### config.mk
export PLATFORM = sky130hd
export DESIGN_NAME = smb_reg_slave
export DESIGN_NICKNAME = d
export VERILOG_FILES = /design/src/rtl/smb_pkg.sv /design/src/rtl/smb_line_sync.sv /design/src/rtl/smb_timeout.sv /design/src/rtl/smb_slave_fsm.sv /design/src/rtl/smb_reg_slave.sv
export SDC_FILE = /design/constraint.sdc
export NUM_CORES = 1
export LEC_CHECK = 0
export BUFFER_PORTS_ARGS = -buffer_cell sky130_fd_sc_hd__buf_4
export CORE_UTILIZATION = 50
export DETAILED_ROUTE_END_ITERATION = 10
export PLACE_DENSITY = 0.72
export SETUP_SLACK_MARGIN = 0.4
export SLEW_MARGIN = 20
export SYNTH_ARGS = -nofsm -noshare
export SYNTH_HDL_FRONTEND = slang
export SYNTH_SLANG_ARGS = --single-unit
### constraint.sdc
create_clock -name clk -period 1.7 [get_ports clk]
set_clock_uncertainty 0.1 [all_clocks]
set_input_delay 0.34 -clock clk [delete_from_list [all_inputs] [get_ports clk]]
set_output_delay 0.34 -clock clk [all_outputs]
set_load 0.01 [all_outputs]
### src/rtl/smb_pkg.sv
package smb_pkg;

  typedef enum logic [3:0] {
    ST_IDLE,
    ST_ADDR,
    ST_ADDR_ACK,
    ST_PTR,
    ST_PTR_ACK,
    ST_DATA,
    ST_DATA_ACK,
    ST_READ,
    ST_IGNORE
  } smb_state_t;

endpackage

### src/rtl/smb_line_sync.sv
module smb_line_sync #(
  parameter int STAGES = 2
) (
  input  logic clk,
  input  logic rst,
  input  logic scl_i,
  input  logic sda_i,
  output logic scl_lvl,
  output logic sda_lvl,
  output logic scl_rise,
  output logic scl_fall,
  output logic start_det,
  output logic stop_det,
  output logic line_edge
);

  localparam int NLINES = 2;

  logic [NLINES-1:0] raw;
  logic [NLINES-1:0] now_v;
  logic [NLINES-1:0] prev_v;

  assign raw = {sda_i, scl_i};

  for (genvar g = 0; g < NLINES; g++) begin : g_line
    logic [STAGES-1:0] chain;
    logic              held;
    always_ff @(posedge clk) begin
      if (rst) begin
        chain <= '1;
        held  <= 1'b1;
      end else begin
        chain <= {chain[STAGES-2:0], raw[g]};
        held  <= chain[STAGES-1];
      end
    end
    assign now_v[g]  = chain[STAGES-1];
    assign prev_v[g] = held;
  end

  assign scl_lvl   = now_v[0];
  assign sda_lvl   = now_v[1];
  assign scl_rise  = now_v[0] & ~prev_v[0];
  assign scl_fall  = ~now_v[0] & prev_v[0];
  assign start_det = now_v[0] & prev_v[0] & prev_v[1] & ~now_v[1];
  assign stop_det  = now_v[0] & prev_v[0] & ~prev_v[1] & now_v[1];
  assign line_edge = |(now_v ^ prev_v);

endmodule

### src/rtl/smb_timeout.sv
module smb_timeout #(
  parameter int unsigned LIMIT = 1750000
) (
  input  logic clk,
  input  logic rst,
  input  logic active,
  input  logic enable,
  input  logic activity,
  output logic expire
);

  localparam int CW = $clog2(LIMIT + 1);

  logic [CW-1:0] cnt;

  always_ff @(posedge clk) begin
    if (rst || !active || !enable || activity) begin
      cnt    <= '0;
      expire <= 1'b0;
    end else if (cnt == CW'(LIMIT - 1)) begin
      cnt    <= '0;
      expire <= 1'b1;
    end else begin
      cnt    <= cnt + 1'b1;
      expire <= 1'b0;
    end
  end

  AST_TO_OFF_QUIET: assert property (@(posedge clk) disable iff (rst) !enable |=> !expire);
  AST_TO_IDLE_QUIET: assert property (@(posedge clk) disable iff (rst) !active |=> !expire);

endmodule

### src/rtl/smb_slave_fsm.sv
module smb_slave_fsm
  import smb_pkg::*;
#(
  parameter int             DW        = 8,
  parameter logic [DW-2:0]  DEV_ADDR  = 7'h2E,
  parameter logic [DW-1:0]  CFG_ADDR  = 8'h40,
  parameter int             TODIS_BIT = 6
) (
  input  logic          clk,
  input  logic          rst,
  input  logic          scl_lvl,
  input  logic          sda_lvl,
  input  logic          scl_rise,
  input  logic          scl_fall,
  input  logic          start_det,
  input  logic          stop_det,
  input  logic          to_expire,
  input  logic [DW-1:0] reg_rdata,
  output logic          sda_oe,
  output logic          busy,
  output logic          to_disable,
  output logic [DW-1:0] reg_addr,
  output logic [DW-1:0] reg_wdata,
  output logic          reg_we,
  output logic          reg_re
);

  localparam int BW = $clog2(DW);
  localparam logic [BW-1:0] LAST_BIT = BW'(DW - 1);

  smb_state_t    st;
  logic [DW-1:0] sh;
  logic [BW-1:0] bcnt;
  logic          full;
  logic          rnw;
  logic [DW-1:0] ptr;
  logic [DW-1:0] cfg;
  logic          collecting;
  logic [DW-1:0] rd_src;

  assign collecting = (st == ST_ADDR) || (st == ST_PTR) || (st == ST_DATA);
  assign rd_src     = (ptr == CFG_ADDR) ? cfg : reg_rdata;

  always_ff @(posedge clk) begin
    if (rst) begin
      st        <= ST_IDLE;
      sh        <= '0;
      bcnt      <= '0;
      full      <= 1'b0;
      rnw       <= 1'b0;
      ptr       <= '0;
      cfg       <= '0;
      sda_oe    <= 1'b0;
      reg_wdata <= '0;
      reg_we    <= 1'b0;
      reg_re    <= 1'b0;
    end else begin
      reg_we <= 1'b0;
      reg_re <= 1'b0;
      if (start_det) begin
        st     <= ST_ADDR;
        bcnt   <= '0;
        full   <= 1'b0;
        sda_oe <= 1'b0;
      end else if (stop_det || to_expire) begin
        st     <= ST_IDLE;
        full   <= 1'b0;
        sda_oe <= 1'b0;
      end else if (collecting && scl_rise && !full) begin
        sh   <= {sh[DW-2:0], sda_lvl};
        bcnt <= bcnt + 1'b1;
        if (bcnt == LAST_BIT) full <= 1'b1;
      end else if (scl_fall) begin
        case (st)
          ST_ADDR: if (full) begin
            full <= 1'b0;
            if (sh[DW-1:1] == DEV_ADDR) begin
              sda_oe <= 1'b1;
              rnw    <= sh[0];
              st     <= ST_ADDR_ACK;
              if (sh[0] && (ptr != CFG_ADDR)) reg_re <= 1'b1;
            end else begin
              st <= ST_IGNORE;
            end
          end
          ST_PTR: if (full) begin
            full   <= 1'b0;
            ptr    <= sh;
            sda_oe <= 1'b1;
            st     <= ST_PTR_ACK;
          end
          ST_DATA: if (full) begin
            full   <= 1'b0;
            sda_oe <= 1'b1;
            st     <= ST_DATA_ACK;
            if (ptr == CFG_ADDR) begin
              cfg <= sh;
            end else begin
              reg_we    <= 1'b1;
              reg_wdata <= sh;
            end
          end
          ST_ADDR_ACK: begin
            bcnt <= '0;
            if (rnw) begin
              sh     <= rd_src;
              sda_oe <= ~rd_src[DW-1];
              st     <= ST_READ;
            end else begin
              sda_oe <= 1'b0;
              st     <= ST_PTR;
            end
          end
          ST_PTR_ACK: begin
            sda_oe <= 1'b0;
            st     <= ST_DATA;
          end
          ST_DATA_ACK: begin
            sda_oe <= 1'b0;
            st     <= ST_IGNORE;
          end
          ST_READ: begin
            if (bcnt == LAST_BIT) begin
              sda_oe <= 1'b0;
              st     <= ST_IGNORE;
            end else begin
              sda_oe <= ~sh[DW-2];
              sh     <= {sh[DW-2:0], 1'b0};
              bcnt   <= bcnt + 1'b1;
            end
          end
          default: ;
        endcase
      end
    end
  end

  assign busy       = (st != ST_IDLE);
  assign to_disable = cfg[TODIS_BIT];
  assign reg_addr   = ptr;

  AST_DRIVE_SCL_LOW: assert property (@(posedge clk) disable iff (rst) $rose(sda_oe) |-> !$past(scl_lvl));
  AST_WE_SINGLE: assert property (@(posedge clk) disable iff (rst) reg_we |=> !reg_we);
  AST_CFG_NO_STROBE: assert property (@(posedge clk) disable iff (rst) reg_we |-> (reg_addr != CFG_ADDR));
  AST_TO_RELEASE: assert property (@(posedge clk) disable iff (rst) to_expire |=> !sda_oe);
  AST_STOP_RELEASE: assert property (@(posedge clk) disable iff (rst) stop_det |=> !sda_oe);
  AST_READ_KEEPS_PTR: assert property (@(posedge clk) disable iff (rst) reg_re |=> $stable(reg_addr));

endmodule

### src/rtl/smb_reg_slave.sv
module smb_reg_slave #(
  parameter logic [6:0]  DEV_ADDR    = 7'h2E,
  parameter int unsigned CLK_FREQ_HZ = 50_000_000,
  parameter int unsigned TIMEOUT_MS  = 35,
  parameter logic [7:0]  CFG_ADDR    = 8'h40,
  parameter int          TODIS_BIT   = 6,
  parameter int          SYNC_STAGES = 2
) (
  input  logic       clk,
  input  logic       rst,
  input  logic       scl_i,
  input  logic       sda_i,
  output logic       sda_oe,
  output logic [7:0] reg_addr,
  output logic [7:0] reg_wdata,
  output logic       reg_we,
  output logic       reg_re,
  input  logic [7:0] reg_rdata
);

  localparam int          DW        = 8;
  localparam int unsigned TO_CYCLES = (CLK_FREQ_HZ / 1000) * TIMEOUT_MS;

  logic scl_lvl, sda_lvl, scl_rise, scl_fall;
  logic start_det, stop_det, line_edge;
  logic busy, to_disable, to_expire;

  smb_line_sync #(.STAGES(SYNC_STAGES)) u_sync (
    .clk       (clk),
    .rst       (rst),
    .scl_i     (scl_i),
    .sda_i     (sda_i),
    .scl_lvl   (scl_lvl),
    .sda_lvl   (sda_lvl),
    .scl_rise  (scl_rise),
    .scl_fall  (scl_fall),
    .start_det (start_det),
    .stop_det  (stop_det),
    .line_edge (line_edge)
  );

  smb_timeout #(.LIMIT(TO_CYCLES)) u_to (
    .clk      (clk),
    .rst      (rst),
    .active   (busy),
    .enable   (!to_disable),
    .activity (line_edge),
    .expire   (to_expire)
  );

  smb_slave_fsm #(
    .DW        (DW),
    .DEV_ADDR  (DEV_ADDR),
    .CFG_ADDR  (CFG_ADDR),
    .TODIS_BIT (TODIS_BIT)
  ) u_fsm (
    .clk        (clk),
    .rst        (rst),
    .scl_lvl    (scl_lvl),
    .sda_lvl    (sda_lvl),
    .scl_rise   (scl_rise),
    .scl_fall   (scl_fall),
    .start_det  (start_det),
    .stop_det   (stop_det),
    .to_expire  (to_expire),
    .reg_rdata  (reg_rdata),
    .sda_oe     (sda_oe),
    .busy       (busy),
    .to_disable (to_disable),
    .reg_addr   (reg_addr),
    .reg_wdata  (reg_wdata),
    .reg_we     (reg_we),
    .reg_re     (reg_re)
  );

endmodule

* After elaboration in Yosys (flattened, before gate mapping)
Index checks and enable logic that the tools add are counted.
Cells by class: bitwise operators 23, muxes and demuxes 34, reduce and logical (&&, ||, !) cells 38, add/sub/neg operators 2, eq/ne operators 26
Operator list (number):
- $mux 8 | 5
- $reduce_and 7->1 | 5
- $pmux 4 s7 | 1
- $add 21x1->21 const B | 1
- $eq 21x21->1 const B | 1
- $mux 4 | 5
- $reduce_and 6->1 | 3
- $eq 4x3->1 const B | 4
- $mux 1 | 16
- $pmux 8 s2 | 1
- $not 1->1 | 15
- $mux 3 | 4
- $ne 4x3->1 const B | 3
- $ne 2x1->1 const B | 5
- $reduce_or 2->1 | 5
- $reduce_bool 9->1 | 1
- $eq 4x2->1 const B | 2
- $eq 8x7->1 const B | 1
- $ne 8x7->1 const B | 1
- $reduce_or 8->1 | 1
- $and 1x1->1 | 7
- $eq 7x6->1 const B | 1
- $reduce_bool 7->1 | 1
- $reduce_or 7->1 | 1
- 20 further kinds | 33
Storage, ports and cells: word-level logic and storage cells 141, input bits 12, register bits 72, output and inout bits 19

* Depth between registers and ports, before layout
word-level depth 8, gate-level depth with buffers 8, gate-level depth less buffers 7

* By module
A second synthesis with hierarchy kept.
Second synthesis, totals: cell total of the unflattened synthesis 387, area, all modules 3485.8 um^2
By module, submodules not included:
- smb_slave_fsm | cells each 251, sequential area each 880.8 um^2, instances 1, area each 2237.1 um^2
- smb_timeout | cells each 113, sequential area each 440.4 um^2, instances 1, area each 1012.2 um^2
- smb_line_sync | cells each 22, sequential area each 120.1 um^2, instances 1, area each 232.7 um^2
- smb_reg_slave | cells each 1, sequential area each 0.0 um^2, instances 1, area each 3.8 um^2

* Least setup slack after synthesis
No wires, ideal clock.
path type reg-to-reg, start point register u_sync.g_line[0].chain[1], end point register u_fsm.ptr[0], in the netlist u_fsm.reg_addr[0], setup time 0.128 ns, data required time 1.472 ns, buffers on the path 1, cell stages (with the launch flop) 9, arrival 1.492 ns, path slack -0.020 ns, clock period less this slack 1.720 ns, cells stage by stage dfxtp_1 -> inv_1 -> ha_1 -> nand2_1 -> a211oi_2 -> and3_1 -> buf_4 -> mux2i_1 -> nor2_1
On the way: word-level cells in the longest chain between the ends 6, elaborated cells on any way between the ends 15, classes of those cells bitwise: 11; reduce/logical: 4
Ends and longest elaborated chain:
- from (decl) | RTL line smb_line_sync.sv:26 | logic [STAGES-1:0] chain;
- from (signal assigned) | RTL line smb_line_sync.sv:33 | chain <= {chain[STAGES-2:0], raw[g]};
- $and 1x1->1 | RTL line smb_line_sync.sv:45, smb_line_sync.sv:46
- $and 1x1->1 (2 in a row) | RTL line smb_line_sync.sv:46 | assign stop_det = now_v[0] & prev_v[0] & ~prev_v[1] & now_v[1];
- $logic_or 1x1->1 | RTL line smb_slave_fsm.sv:65 | end else if (stop_det || to_expire) begin
- $not 1->1 (no source line)
- $reduce_and 6->1 (no source line) *
- to (signal assigned) | RTL line smb_slave_fsm.sv:88 | ptr <= sh;
- to (decl) | RTL line smb_slave_fsm.sv:36 | logic [DW-1:0] ptr;
Every way passes the cells marked *; elsewhere a longest branch is shown, timed or not. A chain may end at the register's enable or synchronous reset.

* Worst setup path after layout
start point register u_sync.g_line[0].held, end point register u_fsm.bcnt[1]
On the way: word-level cells in the longest chain between the ends 6, elaborated cells on any way between the ends 18, classes of those cells eq/ne: 1; mux: 1; bitwise: 9; reduce/logical: 7
Ends and longest elaborated chain:
- from (decl) | RTL line smb_line_sync.sv:27 | logic held;
- from (signal assigned) | RTL line smb_line_sync.sv:34 | held <= chain[STAGES-1];
- $not 1->1 / $and 1x1->1 (equally long branches) | RTL line smb_line_sync.sv:43, smb_line_sync.sv:45, smb_line_sync.sv:46
- $and 1x1->1 (on tied branches) | RTL line smb_line_sync.sv:43, smb_line_sync.sv:46
- $logic_and 1x1->1 / $and 1x1->1 (equally long branches) | RTL line smb_slave_fsm.sv:69, smb_line_sync.sv:46
- $logic_and 1x1->1 / $logic_or 1x1->1 (equally long branches) | RTL line smb_slave_fsm.sv:69, smb_slave_fsm.sv:65
- $ne 3x2->1 (no source line), or another cell as far along
- $reduce_and 4->1 (no source line)
- to (signal assigned) | RTL line smb_slave_fsm.sv:71 | bcnt <= bcnt + 1'b1;
- to (signal assigned) | RTL line smb_slave_fsm.sv:129 | bcnt <= bcnt + 1'b1;
- to (decl) | RTL line smb_slave_fsm.sv:33 | logic [BW-1:0] bcnt;
Several ways; a longest one is shown, not always the timed one.

==> impl_summary.txt <==
----------------------------------------------------
[Route]
  1st-iter DRT viols ... 263
  Residual DRC ... 0
  WL per Instance ... 16.1 microns
  Total via count in the routed design ... 3,090
  First-pass iteration count of the detailed router ... 7
  Wire length after detailed routing ... 8.98 mm
  Remaining number of nets flagged by the antenna check after routing ... 0
  Post-DR vias/cell ... 5.55

[Floorplan]
  Die outline width ... 84.7 microns
  Height of the chip ... 84.7 microns
  Area of the die ... 7170 sq um
  IO Count ... 31
  Standard-cell row count ... 29
  Initial standard-cell utilization of the core ... 0.529
  CORE AREA ... 6460 sq um

[Timing]
  Tmin final ... 1.81 ns
  Final WS setup ... -0.107 ns
  Total negative slack for setup checks ... -2.48 ns
  Worst-Margin Slew ... 0.432 ns
  Count of pins over their slew limit ... 0
  Final setup violation count ... 50
  Final Hold Viols ... 0
  Setup repair after global routing missed its margin ... yes
  Final critical-path share of the clock period ... 1.06
  Timing-limited maximum frequency ... 553 MHz
  Worst hold margin ... 0.0739 ns
  Worst slew margin ... 0.711

[Worst setup path]
  Endpoint arrival time on the critical path ... 1.99 ns
  R2r startpoint ... u_sync.g_line[0].held
  Setup Crit Path Kind ... reg -> reg
  Critical Path Sink Type ... flip-flop
  Worst Reg-to-Reg Cells ... 7
  Critical Path Fanout Max ... 5
  Reg2reg end ... u_fsm.bcnt[1]
  Worst reg-to-reg setup slack ... -0.11 ns
  Data required time of the worst path ... 1.88 ns
  Worst setup SP type ... flip-flop

[Synthesis]
  Synth Warn # ... 0
  Post-synthesis compound-gate area fraction ... 0.0971
  Area of the mapped netlist ... 3420 sq um
  Share of Yosys cell area claimed by the top area cell type ... 0.422
  Synthesized-area fraction occupied by xor and xnor cells ... 0.0538
  Library cell occupying the most area in the post-synthesis netlist ... dfxtp_1
  Most used flip-flop cell after synthesis ... dfxtp_1
  Post-synth EDFFs ... 0
  Synthesized Nets ... 392
  Synthesis-stage register bit count ... 72
  Leading cell types by total area after synthesis ... dfxtp_1 (42%), mux2i_1 (9.7%), nor2_1 (7.5%)
  Adder-Cell Fraction of Synth Area ... 0.0256
  Dominant combinational cell family by area after synthesis ... simple AND/OR/NAND/NOR gates
  Fraction of the yosys area taken by sequential cells ... 0.422
  Post-synthesis instance total ... 373
  Post-synthesis average cell area ... 9.16 sq um
  Most frequent cell after synthesis ... dfxtp_1
  Most frequent cells after synthesis ... dfxtp_1 (72), nor2_1 (68), mux2i_1 (33)
  Proportion of register bits with asynchronous set or reset after synthesis ... 0
  Post-synthesis cell type count ... 57
  Mux cell area share after synthesis ... 0.103
  Simple-gate portion of the synthesized area ... 0.254

[Worst hold path]
  Number of instances on the worst hold path ... 2
  Worst min path class ... in -> reg
  Hold Path Origin ... sda_i
  Hold Path Sink ... u_sync.g_line[1].chain[0]

[Run status]
  Violations in the final reports ... setup timing
  Result of the run ... finished with violations

[Place]
  Inst Count DP ... 513
  Final weighted congestion in routability-driven placement ... 0.806
  Area post-placement ... 4150 sq um
  IO buf count ... 30
  DP Worst Slack ... -0.202 ns
  Dpl hpwl ... 5.46 mm

[Final layout]
  Final Util ... 0.759
  Non-Filler Cell Area, Final ... 4900 sq um
  Filler cell count ... 435
  Fin cells ... 557
  Register Area ... 1490 sq um
  Antenna Diode Count ... 0
  Multi-input logic area ... 2210 sq um
  Fraction of layout instances using a drive strength above 1 ... 0.435
  Count of nets after finishing ... 494
  Area growth from synthesis to layout ... 43.5%

[Pwr]
  Leakage power of the design ... 2.06 nW
  PwrDens ... 663 nW/um^2
  Overall power consumption ... 3.25 mW
  Worst voltage drop across the vdd grid ... 588 uV

[Clock tree]
  Maximum number of buffers from clock root to sink ... 2
  CTS hold repair buffers ... 0
  Count of H-tree levels built during CTS ... 3
  Clock insertion delay at the later pin of the skew report ... 0.35 ns
  Cell at the root of the clock tree ... clkbuf_8
  Total CTS buffers ... 9
  CTS clk-pin slew, worst paths ... 0.07 ns
  CTS tree ... done
  Sink count of the clock tree ... 72

[GRT]
  Initial antenna violation count ... 0
  Overflow left after global routing ... 0
  Number of global-route vias before repair ... 2,959
  Combined global-route utilization of all metal layers ... 0.261
  Global-route wire length before repair ... 14.6 mm
  Maximum number of pins on one net before global-route repair ... 41

[Job]
  Max Cap Viol ... 0

----------------------------------------------------
[area by class of cell]
class                   count  share of cell area
well taps                  77              0.0197
flip-flops and latches     72               0.303
multi-input cells         280               0.451
inverters                  10             0.00766
clock inverters             3             0.00817
clock buffers              13              0.0324
repair buffers            102               0.178
[cell usage in the layout, fill, tap and decap left out, drive strengths merged, types with 5 or more instances in the layout]
| cell type | Yosys | final |
|---|---|---|
| nand2b | 2 | 5 |
| ha | 7 | 7 |
| a211o | 9 | 9 |
| mux2i | 33 | 33 |
| inv | 10 | 10 |
| clkbuf | 6 | 13 |
| dfxtp | 72 | 72 |
| xor2 | 9 | 9 |
| o21ai | 4 | 5 |
| nor2b | 5 | 5 |
| and3 | 7 | 7 |
| nand2 | 26 | 27 |
| nor3 | 5 | 5 |
| a21oi | 18 | 18 |
| nor2 | 68 | 68 |
| or3 | 5 | 5 |
| buf | 11 | 102 |
| nand4 | 7 | 7 |
| nand3 | 13 | 14 |
| xnor2 | 12 | 12 |
| or2 | 8 | 8 |
[worst max-delay path, stage by stage (launching register included)]
cell and delay, ns:
dfxtp_4 0.37, inv_2 0.06, ha_4 0.12, nand4bb_1 0.15, o22ai_2 0.22, nand3_2 0.16, or3_4 0.41, a21oi_2 0.14
[layer usage]
metal	wire length, microns	track usage
met5	0	0
met3	537	0.0580
met2	4330	0.423
met4	132	0.0894
met1	3990	0.343
[worst max path at each step]
stage,from,to,slack [ns],depth (start not counted)
global route,u_to.cnt[14],u_to.cnt[18],-0.16,6
global placement,u_to.cnt[14],u_to.cnt[8],-0.15,5
finish,u_sync.g_line[0].held,u_fsm.bcnt[1],-0.11,7
CTS,u_sync.g_line[0].held,u_fsm.bcnt[1],-0.11,7
detailed placement,u_to.cnt[14],u_to.cnt[19],-0.20,5
floorplan,u_to.cnt[14],u_to.cnt[7],0.05,6
[state kept, by name (all words and copies together), names as in the netlist, 2 cells and up]
name	cells
u_to.cnt	21
u_fsm.cfg	8
u_fsm.reg_addr	8
u_fsm.reg_wdata	8
u_fsm.sh	8
u_fsm.st	4
u_sync.g_line.chain	4
u_fsm.bcnt	3
u_sync.g_line.held	2
[logic make-up (layout without fill, tap and decap cells)]
kind of cell	Yosys count	after routing
xor gates and xnor gates	21	21
adders and majority gates	7	7
AOI/OAI and AO/OA	46	47
DFF	72	72
buffers and inverters	27	128
and+or+nand+nor	165	170
muxes	35	35
[what timing repair did]
| action | in CTS | in global routing |
|---|---|---|
| endpoints found under the setup margin | 71 | 75 |
| resized for setup | 58 | 28 |
| gates cloned | 7 | 0 |
| setup buffers | 19 | 2 |
| pin swaps | 39 | 13 |
| hold endpoints to repair | 0 | 0 |
[report_power, final]
group | internal [mW] | switching (mW) | total (mW) | leakage, nW
Clock | 0.755 | 0.631 | 1.39 | 0.103
Sequential | 1.68 | 0.0112 | 1.69 | 0.590
Combinational | 0.0831 | 0.0847 | 0.168 | 1.36
Power figures use the tool's default switching activity.
